==> src/rtl/dma_flag_pkg.sv <==
package dma_flag_pkg;
  localparam int unsigned NUM_CH  = 4;
  localparam int unsigned REG_W   = 2 * NUM_CH;

  typedef struct packed {
    logic trn_start;
    logic blk_req;
    logic blk_start;
    logic blk_done;
    logic trn_done;
    logic err;
    logic abort;
    logic dis;
  } ch_evt_t;
endpackage

==> src/rtl/dma_wr_decode.sv <==
module dma_wr_decode #(
  parameter int unsigned NCH = 4
) (
  input  logic             wr_en_i,
  input  logic             wr_sel_i,
  input  logic [2*NCH-1:0] wr_data_i,
  output logic [NCH-1:0]   clr_err_o,
  output logic [NCH-1:0]   clr_cmp_o
);
  logic flag_wr;

  // status register target (sel=1) produces no clears
  assign flag_wr   = wr_en_i & ~wr_sel_i;
  assign clr_err_o = flag_wr ? wr_data_i[2*NCH-1:NCH] : '0;
  assign clr_cmp_o = flag_wr ? wr_data_i[NCH-1:0]     : '0;
endmodule

==> src/rtl/dma_chan_flags.sv <==
module dma_chan_flags
  import dma_flag_pkg::*;
(
  input  logic    clk_i,
  input  logic    rst_ni,
  input  ch_evt_t evt_i,
  input  logic    rpt_unlim_i,
  input  logic    clr_err_i,
  input  logic    clr_cmp_i,
  output logic    err_q_o,
  output logic    cmp_q_o,
  output logic    busy_q_o,
  output logic    pend_q_o
);
  logic set_err, set_cmp, busy_clr, pend_clr;
  logic err_d, cmp_d, busy_d, pend_d;

  assign set_err  = evt_i.err;
  assign set_cmp  = evt_i.trn_done | (evt_i.blk_done & rpt_unlim_i);
  assign busy_clr = evt_i.dis | set_cmp | set_err;
  assign pend_clr = evt_i.blk_start | evt_i.abort;

  always_comb begin
    err_d  = set_err | (err_q_o & ~clr_err_i);
    cmp_d  = set_cmp | (cmp_q_o & ~clr_cmp_i);
    busy_d = ~busy_clr & (evt_i.trn_start | busy_q_o);
    pend_d = ~pend_clr & (evt_i.blk_req | pend_q_o);
  end

  always_ff @(posedge clk_i or negedge rst_ni) begin
    if (!rst_ni) begin
      err_q_o  <= 1'b0;
      cmp_q_o  <= 1'b0;
      busy_q_o <= 1'b0;
      pend_q_o <= 1'b0;
    end else begin
      err_q_o  <= err_d;
      cmp_q_o  <= cmp_d;
      busy_q_o <= busy_d;
      pend_q_o <= pend_d;
    end
  end

  a_r2_err_sets: assert property (@(posedge clk_i) disable iff (!rst_ni)
    evt_i.err |=> err_q_o);
  a_r3_unlim_block_sets: assert property (@(posedge clk_i) disable iff (!rst_ni)
    (evt_i.blk_done && rpt_unlim_i) |=> cmp_q_o);
  a_r3_limited_block_holds: assert property (@(posedge clk_i) disable iff (!rst_ni)
    (evt_i.blk_done && !rpt_unlim_i && !evt_i.trn_done) |=> $stable(cmp_q_o));
  a_r4_clear_cmp: assert property (@(posedge clk_i) disable iff (!rst_ni)
    (clr_cmp_i && !evt_i.trn_done && !evt_i.blk_done) |=> !cmp_q_o);
  a_r5_set_wins: assert property (@(posedge clk_i) disable iff (!rst_ni)
    (clr_err_i && evt_i.err) |=> err_q_o);
  a_r7_busy_clears: assert property (@(posedge clk_i) disable iff (!rst_ni)
    (evt_i.dis || evt_i.err || evt_i.trn_done) |=> !busy_q_o);
  a_r6_busy_sets: assert property (@(posedge clk_i) disable iff (!rst_ni)
    (evt_i.trn_start && !evt_i.dis && !evt_i.err && !evt_i.trn_done && !evt_i.blk_done)
    |=> busy_q_o);
  a_r8_pend_clears: assert property (@(posedge clk_i) disable iff (!rst_ni)
    (evt_i.blk_start || evt_i.abort) |=> !pend_q_o);
endmodule

==> src/rtl/dma_irq_gen.sv <==
module dma_irq_gen #(
  parameter int unsigned NCH = 4
) (
  input  logic [NCH-1:0] err_flag_i,
  input  logic [NCH-1:0] cmp_flag_i,
  input  logic [NCH-1:0] err_ie_i,
  input  logic [NCH-1:0] cmp_ie_i,
  output logic [NCH-1:0] irq_o
);
  for (genvar g = 0; g < NCH; g++) begin : g_irq
    assign irq_o[g] = (err_flag_i[g] & err_ie_i[g]) | (cmp_flag_i[g] & cmp_ie_i[g]);
  end
endmodule

==> src/rtl/dma_status_flags.sv <==
module dma_status_flags
  import dma_flag_pkg::*;
(
  input  logic                clk_i,
  input  logic                rst_ni,
  input  logic [NUM_CH-1:0]   trn_start_i,
  input  logic [NUM_CH-1:0]   blk_req_i,
  input  logic [NUM_CH-1:0]   blk_start_i,
  input  logic [NUM_CH-1:0]   blk_done_i,
  input  logic [NUM_CH-1:0]   trn_done_i,
  input  logic [NUM_CH-1:0]   err_i,
  input  logic [NUM_CH-1:0]   abort_i,
  input  logic [NUM_CH-1:0]   disable_i,
  input  logic [NUM_CH-1:0]   rpt_unlim_i,
  input  logic [NUM_CH-1:0]   err_ie_i,
  input  logic [NUM_CH-1:0]   cmp_ie_i,
  input  logic                wr_en_i,
  input  logic                wr_sel_i,
  input  logic [REG_W-1:0]    wr_data_i,
  output logic [REG_W-1:0]    flag_reg_o,
  output logic [REG_W-1:0]    status_reg_o,
  output logic [NUM_CH-1:0]   irq_o
);
  logic [NUM_CH-1:0] clr_err, clr_cmp;
  logic [NUM_CH-1:0] err_q, cmp_q, busy_q, pend_q;

  dma_wr_decode #(.NCH(NUM_CH)) u_wr_decode (
    .wr_en_i   (wr_en_i),
    .wr_sel_i  (wr_sel_i),
    .wr_data_i (wr_data_i),
    .clr_err_o (clr_err),
    .clr_cmp_o (clr_cmp)
  );

  for (genvar g = 0; g < NUM_CH; g++) begin : g_ch
    ch_evt_t evt;
    assign evt = '{trn_start: trn_start_i[g], blk_req: blk_req_i[g],
                   blk_start: blk_start_i[g], blk_done: blk_done_i[g],
                   trn_done: trn_done_i[g], err: err_i[g],
                   abort: abort_i[g], dis: disable_i[g]};

    dma_chan_flags u_chan (
      .clk_i       (clk_i),
      .rst_ni      (rst_ni),
      .evt_i       (evt),
      .rpt_unlim_i (rpt_unlim_i[g]),
      .clr_err_i   (clr_err[g]),
      .clr_cmp_i   (clr_cmp[g]),
      .err_q_o     (err_q[g]),
      .cmp_q_o     (cmp_q[g]),
      .busy_q_o    (busy_q[g]),
      .pend_q_o    (pend_q[g])
    );
  end

  assign flag_reg_o   = {err_q, cmp_q};
  assign status_reg_o = {busy_q, pend_q};

  dma_irq_gen #(.NCH(NUM_CH)) u_irq (
    .err_flag_i (err_q),
    .cmp_flag_i (cmp_q),
    .err_ie_i   (err_ie_i),
    .cmp_ie_i   (cmp_ie_i),
    .irq_o      (irq_o)
  );

  a_r9_status_write_ignored: assert property (@(posedge clk_i) disable iff (!rst_ni)
    (wr_en_i && wr_sel_i && trn_start_i == '0 && blk_req_i == '0 && blk_start_i == '0
     && abort_i == '0 && disable_i == '0 && err_i == '0 && trn_done_i == '0
     && blk_done_i == '0) |=> ($stable(status_reg_o) && $stable(flag_reg_o)));
  a_r10_irq_off_when_masked: assert property (@(posedge clk_i) disable iff (!rst_ni)
    (err_ie_i == '0 && cmp_ie_i == '0) |-> irq_o == '0);
  a_r1_reset_clean: assert property (@(posedge clk_i)
    $rose(rst_ni) |-> (flag_reg_o == '0 && status_reg_o == '0));
endmodule

==> config.mk <==
export PLATFORM = sky130hd
export DESIGN_NAME = dma_status_flags
export DESIGN_NICKNAME = d
export VERILOG_FILES = /design/src/rtl/dma_flag_pkg.sv /design/src/rtl/dma_wr_decode.sv /design/src/rtl/dma_chan_flags.sv /design/src/rtl/dma_irq_gen.sv /design/src/rtl/dma_status_flags.sv
export SDC_FILE = /design/constraint.sdc
export NUM_CORES = 1
export LEC_CHECK = 0
export ABC_AREA = 1
export ABC_CLOCK_PERIOD_IN_PS = 800
export BUFFER_PORTS_ARGS = -buffer_cell sky130_fd_sc_hd__buf_2
export CAP_MARGIN = 20
export CORE_ASPECT_RATIO = 1.5
export CORE_MARGIN = 3
export CORE_UTILIZATION = 35
export CTS_BUF_LIST = sky130_fd_sc_hd__clkbuf_2 sky130_fd_sc_hd__clkbuf_4 sky130_fd_sc_hd__clkbuf_8
export CTS_CLUSTER_SIZE = 20
export DETAILED_ROUTE_END_ITERATION = 16
export GPL_ROUTABILITY_DRIVEN = 1
export HOLD_SLACK_MARGIN = 0.08
export PLACE_DENSITY = 0.75
export SLEW_MARGIN = 10
export SYNTH_ARGS = -nofsm -noshare
export SYNTH_HDL_FRONTEND = slang
export SYNTH_SLANG_ARGS = --single-unit
==> constraint.sdc <==
create_clock -name clk_i -period 0.8 [get_ports clk_i]
set_input_delay 0.16 -clock clk_i [delete_from_list [all_inputs] [get_ports clk_i]]
set_output_delay 0.16 -clock clk_i [all_outputs]
set_load 0.005 [all_outputs]
==> results.md, run 1 <==
* Status: finished with violations
* Failing checks: setup timing
* Sw Share at 0.243
* Int Power at 0.00134 W
* CTS Hold Bufs at 12
* Via density per instance at about 4.3
* Routed wire per std cell at 10.3 um
* Worst-path clk slew at 90 ps
* First-pass GRT wire length at 3.70 mm
* Clock network fraction of total power at 0.297
* DRT Wirelength at between 2 and 2.5 mm
* Site Rows at 21
* Initial antenna violation count at 0
* Skew final at 0 ps
* Die area at 3170 sq um
* F_max at a little over 0.9 GHz
* Gpl congestion at 0.665
* Unrepaired setup endpoints after global routing: yes
* Synth-to-layout area growth at 54.1%
* Measured slew at the worst slew-check pin at 369 ps
* Starting density of the core at 0.381
* # DRC at 0
* Switching Power at 0.000429 W
* CP Capture Type: output port
* DR iter-0 viols at 4
* Post-Syn Instances at roughly 120
* Cells after DPL at 203
* Global Route Usage Sum at 0.163
* YS warnings at 0
* CTS tree: built
* Mapped Area at 881 sq um
* Worst path required time at 640 ps
* Worst EP arrival at 920 ps
* Die X at 47.0 um
* Leak Pwr at between 0.8 and 0.9 nW
* Post-route ant nets at 0
* Vias in the first global route at slightly below 1000
* Hold Vio Cnt, Final at 0
* Number of port buffers at 75
* Worst skew pair latency at about 280 ps
* Final setup fails at 20
* Hold Worst Slack at 27.4 ps
* Peak VDD IR at 0.750 mV
* Synth cell types at 9
* Slew headroom at 0.754
* Power per cell area at around 1300 nW/um^2
* # clock sinks at 16
* Syn nets at 178
* Final worst slack at -282 ps
* CTS Root Cell: clkbuf_4
* Flop pwr share at 0.487
* Global route overflow at 0
* Power share of the combinational group at 0.216
* Non-filler cells, final at 220
* H-tree depth at 1
* Share of cells above drive strength 1 at 0.452
* Startpoint types: flop
* Drt first pass iters at 2
* Hpwl dp at 1.65 mm
* Max Cap Violations at 0
* Antenna cell count at 0
* Final period utilization at 1.35
* Vias at between 900 and 1000
* Largest net degree at the start of global routing at 17
* Pins Over Slew Limit at 0
* Hold crit path type: input port to flop
* Post-layout util at 0.587
* Syn avg cell area at 7.22 sq um
* CP max FO at 3
* CTS max path bufs at 2
* CORE AREA at 2310 sq um
* Number of synthesized register bits at 16
* Num CTS Buffers at 3
* Tmin final at 1080 ps
* Layout Nets at ~250
* Crit Path Class: flop to output port
* Vert. Die Dim at 67.4 um
* Sequential fraction of the synthesis area at 0.455
* IO Pins at 76
[cell usage after synthesis, drive strengths merged]
| library cell | instances | share of area |
|---|---|---|
| buf | 17 | 0.15 |
| inv | 21 | 0.089 |
| nor2 | 12 | 0.051 |
| nor3 | 4 | 0.023 |
| nand2 | 44 | 0.19 |
| dfrtp | 16 | 0.45 |
| nand3 | 8 | 0.045 |
[registers in the layout, summed over array words and instances (netlist names)]
| register | flops |
|---|---|
| g_ch.u_chan.busy_q_o | 4 |
| g_ch.u_chan.cmp_q_o | 4 |
| g_ch.u_chan.err_q_o | 4 |
| g_ch.u_chan.pend_q_o | 4 |
[power groups by stage]
stage                     registers, W  logic, W  clock network [W]
after floorplan               0.000873  0.000163                  0
after global placement        0.000873  0.000318                  0
after detailed placement      0.000875  0.000323                  0
after CTS                     0.000859  0.000374           0.000558
after global routing          0.000865  0.000443           0.000607
final                         0.000860  0.000382           0.000524
[per-layer routing]
metal / share of wire / vias up / GRT usage
li1: - / 491 / -
met1: 0.34 / 409 / 0.159
met2: 0.54 / 50 / 0.308
met3: 0.11 / 2 / 0.0400
met4: 0.0093 / 0 / 0.0623
met5: 0 / - / 0
[cells by family (layout without fill, tap and decap cells)]
| family | Yosys count | in the layout | synth area share |
|---|---|---|---|
| simple gates | 68 | 68 | 0.307 |
| flops | 16 | 16 | 0.455 |
| buf+inv | 38 | 113 | 0.239 |
[what timing repair did]
action                                  4_1_cts  5_1_grt
endpoints found under the hold margin        25        1
setup buffers                                 2        2
pin swaps                                     0        4
gates resized for setup                       0       12
endpoints found under the setup margin       20       25
[worst max-delay path, cell delays in order, from the launching register on]
cell and delay (ps):
dfrtp_1 420, nand2_1 70, nand2_1 40, buf_2 120
[cells in the final DEF, fill, tap and decap left out]
cell            instances
nand3_1                 8
nor3_2                  2
inv_2                   3
buf_6                   2
nor2_1                  9
nand2_2                 1
dlymetal6s4s_1          2
clkbuf_8                1
nor2_2                  3
clkbuf_4                3
buf_4                   2
buf_2                  72
nand2_1                43
nor3_1                  2
dfrtp_1                16
dlygate4sd3_1          10
inv_1                  18
[metrics by stage]
stage	worst slack, ps	power (W)	instance area, sq um	TNS [ps]
floorplan	146	0.00104	881	0
global placement	37.2	0.00119	1150	0
detailed placement	24.3	0.00120	1150	0
CTS	-302	0.00179	1330	-3960
global route	-393	0.00192	1360	-5010
finish	-282	0.00177	1360	-3640
[worst paths after layout]
kind                                           end               startpoint  slack [ps]  depth (start not counted)
setup / recovery                          irq_o[1]   g_ch[1].u_chan.cmp_q_o        -280                          3
hold / removal             g_ch[3].u_chan.pend_q_o           blk_start_i[3]          30                          2
setup reg to reg           g_ch[2].u_chan.busy_q_o  g_ch[2].u_chan.busy_q_o          30                          5
hold reg to reg             g_ch[3].u_chan.cmp_q_o   g_ch[3].u_chan.cmp_q_o         500                          2
max in group asynchronous   g_ch[2].u_chan.cmp_q_o                   rst_ni         220                          2
min in group asynchronous  g_ch[0].u_chan.pend_q_o                   rst_ni         310                          2
[area by class of cell]
| class | count | area, sq um |
|---|---|---|
| Multi-Input combinational cell | 68 | 290 |
| Tap cell | 23 | 28.8 |
| Fill cell | 217 | 955 |
| Timing Repair Buffer | 88 | 523 |
| Sequential cell | 16 | 400 |
| Inverter | 21 | 78.8 |
| Clock buffer | 4 | 36.3 |
No activity file was read; power rests on OpenSTA's default activity.
==> run 2, diff against run 1 <==
CORE_ASPECT_RATIO = default   (was 1.5)
==> results.md, run 2 (synthesis gave the netlist of run 1 again) <==
* Status: finished with violations
* Failing checks: setup timing
* Power share of the combinational group at 0.214
* Switching Power at about 0.00043 W
* Max Cap Violations at 0
* Num CTS Buffers at 3
* Antenna cell count at 0
* CTS tree: built
* CTS max path bufs at 2
* Met3 Resource Use GR at 0.0464
* Starting density of the core at 0.383
* Worst skew pair latency at 280 ps
* Slew headroom at 0.758
* Hold Vio Cnt, Final at 0
* F_max at 0.937 GHz
* Die X at 56.2 um
* Most common cell after layout, fill and taps aside: buf_2
* Drt first pass iters at 4
* # clock sinks at 16
* Final setup fails at 22
* Flop pwr share at 0.488
* Hpwl dp at 1.70 mm
* Routed wire per std cell at between 9 and 10 um
* Final Power at 0.00176 W
* Crit path launch: g_ch[0].u_chan.err_q_o
* Crit-path slowest cell: dfrtp_1
* Power per cell area at between 1000 and 1500 nW/um^2
* Measured slew at the worst slew-check pin at 363 ps
* DRT Wirelength at 2.22 mm
* GR Util met1 at 0.165
* Reg2Reg Depth at 3
* Worst path required time at 640 ps
* Final worst slack at -267 ps
* GR peak layer: met2
* Int Power at 0.00133 W
* CP max FO at 3
* IO Pins at 76
* Global route overflow at 0
* Die area at 3150 sq um
* Worst EP arrival at 910 ps
* Layout Nets at 253
* CP Capture Type: output port
* Cells after DPL at 208
* CP peak stage delay at 400 ps
* Worst-path clk slew at 100 ps
* R2R Path Start: g_ch[3].u_chan.pend_q_o
* Flop2flop setup slack at around 50 ps
* Gpl congestion at a little under 0.8
* Global Route Usage Sum at 0.151
* CORE AREA at 2300 sq um
* Vias at 928
* Tmin final at 1070 ps
* Startpoint types: flop
* Sw Share at 0.243
* Peak VDD IR at just under 0.8 mV
* Clock network fraction of total power at 0.298
* Crit Path Class: flop to output port
* Leak Pwr at 0.832 nW
* TNS Setup at -3640 ps
* Synth-to-layout area growth at 52.4%
* Hold Worst Slack at 28.0 ps
* DR iter-0 viols at 18
* Share of cells above drive strength 1 at 0.434
* CTS Root Cell: clkbuf_4
* Largest net degree at the start of global routing at 17
* Worst Hold Launch: abort_i[3]
* Hold crit path type: input port to flop
* First-pass GRT wire length at 3.73 mm
* Hold path endpoint: g_ch[3].u_chan.pend_q_o
* Non-filler cells, final at 224
* Post-layout util at 0.584
* Unrepaired setup endpoints after global routing: yes
* Skew final at 0 ps
* # DRC at 0
* Number of port buffers at between 70 and 80
* Final period utilization at 1.33
* Worst R2R End: g_ch[3].u_chan.pend_q_o
* Via density per instance at approximately 4.1
* Critical Path Most Common Cell: nand2_1
* Initial antenna violation count at 0
* Cell Chain, Critical Path: nand2_1 > nand2_1 > buf_2
* WHS Path Cells at 2
* Vias in the first global route at 912
* Commonest non-fill, non-tap cells in the layout: buf_2 (72), nand2_1 (44), inv_1 (19), dfrtp_1 (16), dlygate4sd3_1 (11)
* Vert. Die Dim at 56.2 um
* Post-route ant nets at 0
* Site Rows at 17
* H-tree depth at 1
* Met2 Track Usage GR at 0.262
* Pins Over Slew Limit at 0
[run 2: cell types whose count changed in the layout (fill, tap and decap cells not counted)]
cell / previous run / this run
nand2_1: 43 / 44
buf_6: 2 / 1
nand2_2: 1 / 0
nor3_1: 2 / 3
dlygate4sd3_1: 10 / 11
inv_1: 18 / 19
nor3_2: 2 / 1
dlymetal6s4s_1: 2 / 1
inv_2: 3 / 2
[run 2: area by class of cell]
type / instances / area (sq um)
well taps: 28 / 35.0
fillers: 237 / 955
repair buffers: 87 / 509
clock buffers: 4 / 36.3
inverters: 21 / 78.8
flip-flops and latches: 16 / 400
multi-input cells: 68 / 283
[run 2: how the worst max path moves through the flow]
stage               endpoint  slack [ps]
2_1_floorplan  flag_reg_o[1]         150
3_5_place_dp        irq_o[1]          50
3_3_place_gp        irq_o[1]          50
4_1_cts             irq_o[0]        -280
6_report            irq_o[0]        -270
5_1_grt             irq_o[2]        -370
[run 2: worst max-delay path, delay by kind of cell (launching register included)]
family                 cells  cell delay [ps]
buffers and inverters      1              120
DFF                        1              400
and+or+nand+nor            2              100
[run 2: routing by layer]
metal | routed length (um) | vias up | share of wire
li1 | - | 488 | -
met1 | 805 | 393 | 0.36
met2 | 1170 | 45 | 0.53
met4 | 14 | 0 | 0.0063
met5 | 0 | - | 0
met3 | 229 | 2 | 0.10
[run 2: power groups by stage]
| stage | clock, W | combinational, W | sequential [W] |
|---|---|---|---|
| floorplan | 0 | 0.000163 | 0.000873 |
| global placement | 0 | 0.000321 | 0.000874 |
| detailed placement | 0 | 0.000324 | 0.000875 |
| CTS | 0.000546 | 0.000368 | 0.000858 |
| global route | 0.000602 | 0.000432 | 0.000865 |
| finish | 0.000525 | 0.000376 | 0.000859 |
[run 2: repair_timing]
action | in CTS | in global routing
hold endpoints to repair | 25 | 3
hold buffers | 10 | 2
resized for setup | 0 | 7
endpoints found under the setup margin | 20 | 26
buffers inserted | 2 | 1
pin swaps | 0 | 4
[run 2: stage by stage]
step                      area (sq um)  worst slack (ps)
after floorplan                    881               146
after global placement            1160              49.9
after detailed placement          1160              46.8
after CTS                         1310              -281
after global routing              1340              -368
final                             1340              -267
==> run 3, diff against run 2 <==
ABC_CLOCK_PERIOD_IN_PS = 1100   (was 800)
CORE_ASPECT_RATIO = 1.5   (was default)
CORE_UTILIZATION = 39   (was 35)
PLACE_DENSITY = 0.79   (was 0.75)
SLEW_MARGIN = default   (was 10)
clock period = 1.1 ns   (was 0.8 ns; I/O delays follow)
==> results.md, run 3 (synthesis gave the netlist of run 1 again) <==
* Leak Pwr at a little over 0.8 nW
* Global Route Usage Sum at 0.171
* Antenna cell count at 0
* Layout Nets at 253
* Final period utilization at 1.03
* Post-CTS sizing at 0
* Vias at around 950
* Vert. Die Dim at approximately 64 um
* Commonest non-fill, non-tap cells in the layout: buf_2 (75), nand2_1 (44), inv_1 (20), dfrtp_1 (16), nor2_1 (12)
* Starting density of the core at 0.424
* Hpwl dp at 1.75 mm
* Status: finished with violations
* Synth-to-layout area growth at 47.7%
* Most common cell after layout, fill and taps aside: buf_2
* Peak VDD IR at 0.671 mV
* Drt first pass iters at 3
* Global route overflow at 0
* # clock sinks at 16
* DRT Wirelength at 2.23 mm
* TNS Setup at -121 ps
* F_max at 0.880 GHz
* Site Rows at 20
* H-tree depth at 1
* CTS max path bufs at 2
* Power per cell area at between 900 and 1000 nW/um^2
* Number of port buffers at 75
* Post-route ant nets at 0
* Worst EP arrival at 920 ps
* Pins Over Slew Limit at 0
* Via density per instance at around 4.4
* Unrepaired setup endpoints after global routing: yes
* Worst-path clk slew at 100 ps
* DR iter-0 viols at 19
* Num CTS Buffers at 3
* Initial antenna violation count at 0
* Failing checks: setup timing
* Post-layout util at 0.627
* First-pass GRT wire length at approximately 3.7 mm
* # DRC at 0
* Crit Path Class: flop to output port
* Hold crit path type: input port to flop
* Final setup fails at 4
* CP Capture Type: output port
* Final worst slack at -36.2 ps
* Worst path required time at 880 ps
* Hold Vio Cnt, Final at 0
* Tmin final at 1140 ps
* Max Cap Violations at 0
* Hold Worst Slack at around 130 ps
* Startpoint types: flop
* Largest net degree at the start of global routing at 17
* IO Pins at 76
* Gpl congestion at roughly 0.66
* Worst skew pair latency at about 280 ps
* CP max FO at 3
* Slew headroom at 0.745
* Die X at 44.8 um
* CORE AREA at 2080 sq um
* Vias in the first global route at 921
* Share of cells above drive strength 1 at 0.423
* CTS tree: built
* Skew final at 0 ps
* Routed wire per std cell at slightly above 10 um
* Die area at 2880 sq um
* CTS Root Cell: clkbuf_4
* Measured slew at the worst slew-check pin at 383 ps
==> run 3: cell types whose count changed in the layout (fill, tap and decap cells not counted), sizes merged <==
cell,before,now
buf,75,78
dlymetal6s4s,1,0
dlygate4sd3,11,9
==> run 3: power breakdown <==
group / switching [W] / leakage (nW) / internal, W
logic: 0.000112 / 0.615 / 0.000151
clock network: 0.000192 / 0.0210 / 0.000201
registers: 0.0000141 / 0.183 / 0.000611
total: 0.000318 / 0.819 / 0.000964
==> run 3: worst max-delay path, stage by stage, from the launching register on <==
cell and delay [ps]:
dfrtp_1 410, nand2_1 60, nand2_1 50, buf_2 120
==> run 3: final cells by class <==
| cell class | instances | area [sq um] |
|---|---|---|
| inverters | 21 | 78.8 |
| well taps | 22 | 27.5 |
| fillers | 195 | 776 |
| flip-flops and latches | 16 | 400 |
| repair buffers | 87 | 488 |
| multi-input cells | 68 | 270 |
| clock buffers | 4 | 36.3 |
==> run 3: through the flow <==
step	instances	worst slack, ps	area, sq um	power (W)
after floorplan	122	386	881	0.000753
after global placement	202	295	1150	0.000864
after detailed placement	202	279	1150	0.000872
after CTS	215	-51.8	1280	0.00130
after global routing	218	-135	1300	0.00138
final	218	-36.2	1300	0.00128
==> run 3: worst paths after layout <==
check,startpoint,endpoint,slack [ps],depth (start not counted)
hold reg to reg,g_ch[2].u_chan.cmp_q_o,g_ch[2].u_chan.cmp_q_o,500,2
setup reg to reg,g_ch[3].u_chan.err_q_o,g_ch[3].u_chan.err_q_o,360,3
hold / removal,err_i[1],g_ch[1].u_chan.err_q_o,130,3
max in group asynchronous,rst_ni,g_ch[0].u_chan.pend_q_o,450,2
min in group asynchronous,rst_ni,g_ch[1].u_chan.pend_q_o,380,2
setup / recovery,g_ch[2].u_chan.err_q_o,irq_o[2],-40,3
==> run 3: routing by layer <==
layer / GRT usage / routed length [um]
met1: 0.163 / 741
met2: 0.326 / 1230
met3: 0.0451 / 249
met4: 0.0659 / 16
met5: 0 / 0
==> run 3: repair_timing <==
item	CTS	global route
setup endpoints to repair	4	9
buffers inserted	1	2
endpoints found under the hold margin	20	1
hold buffers	8	1
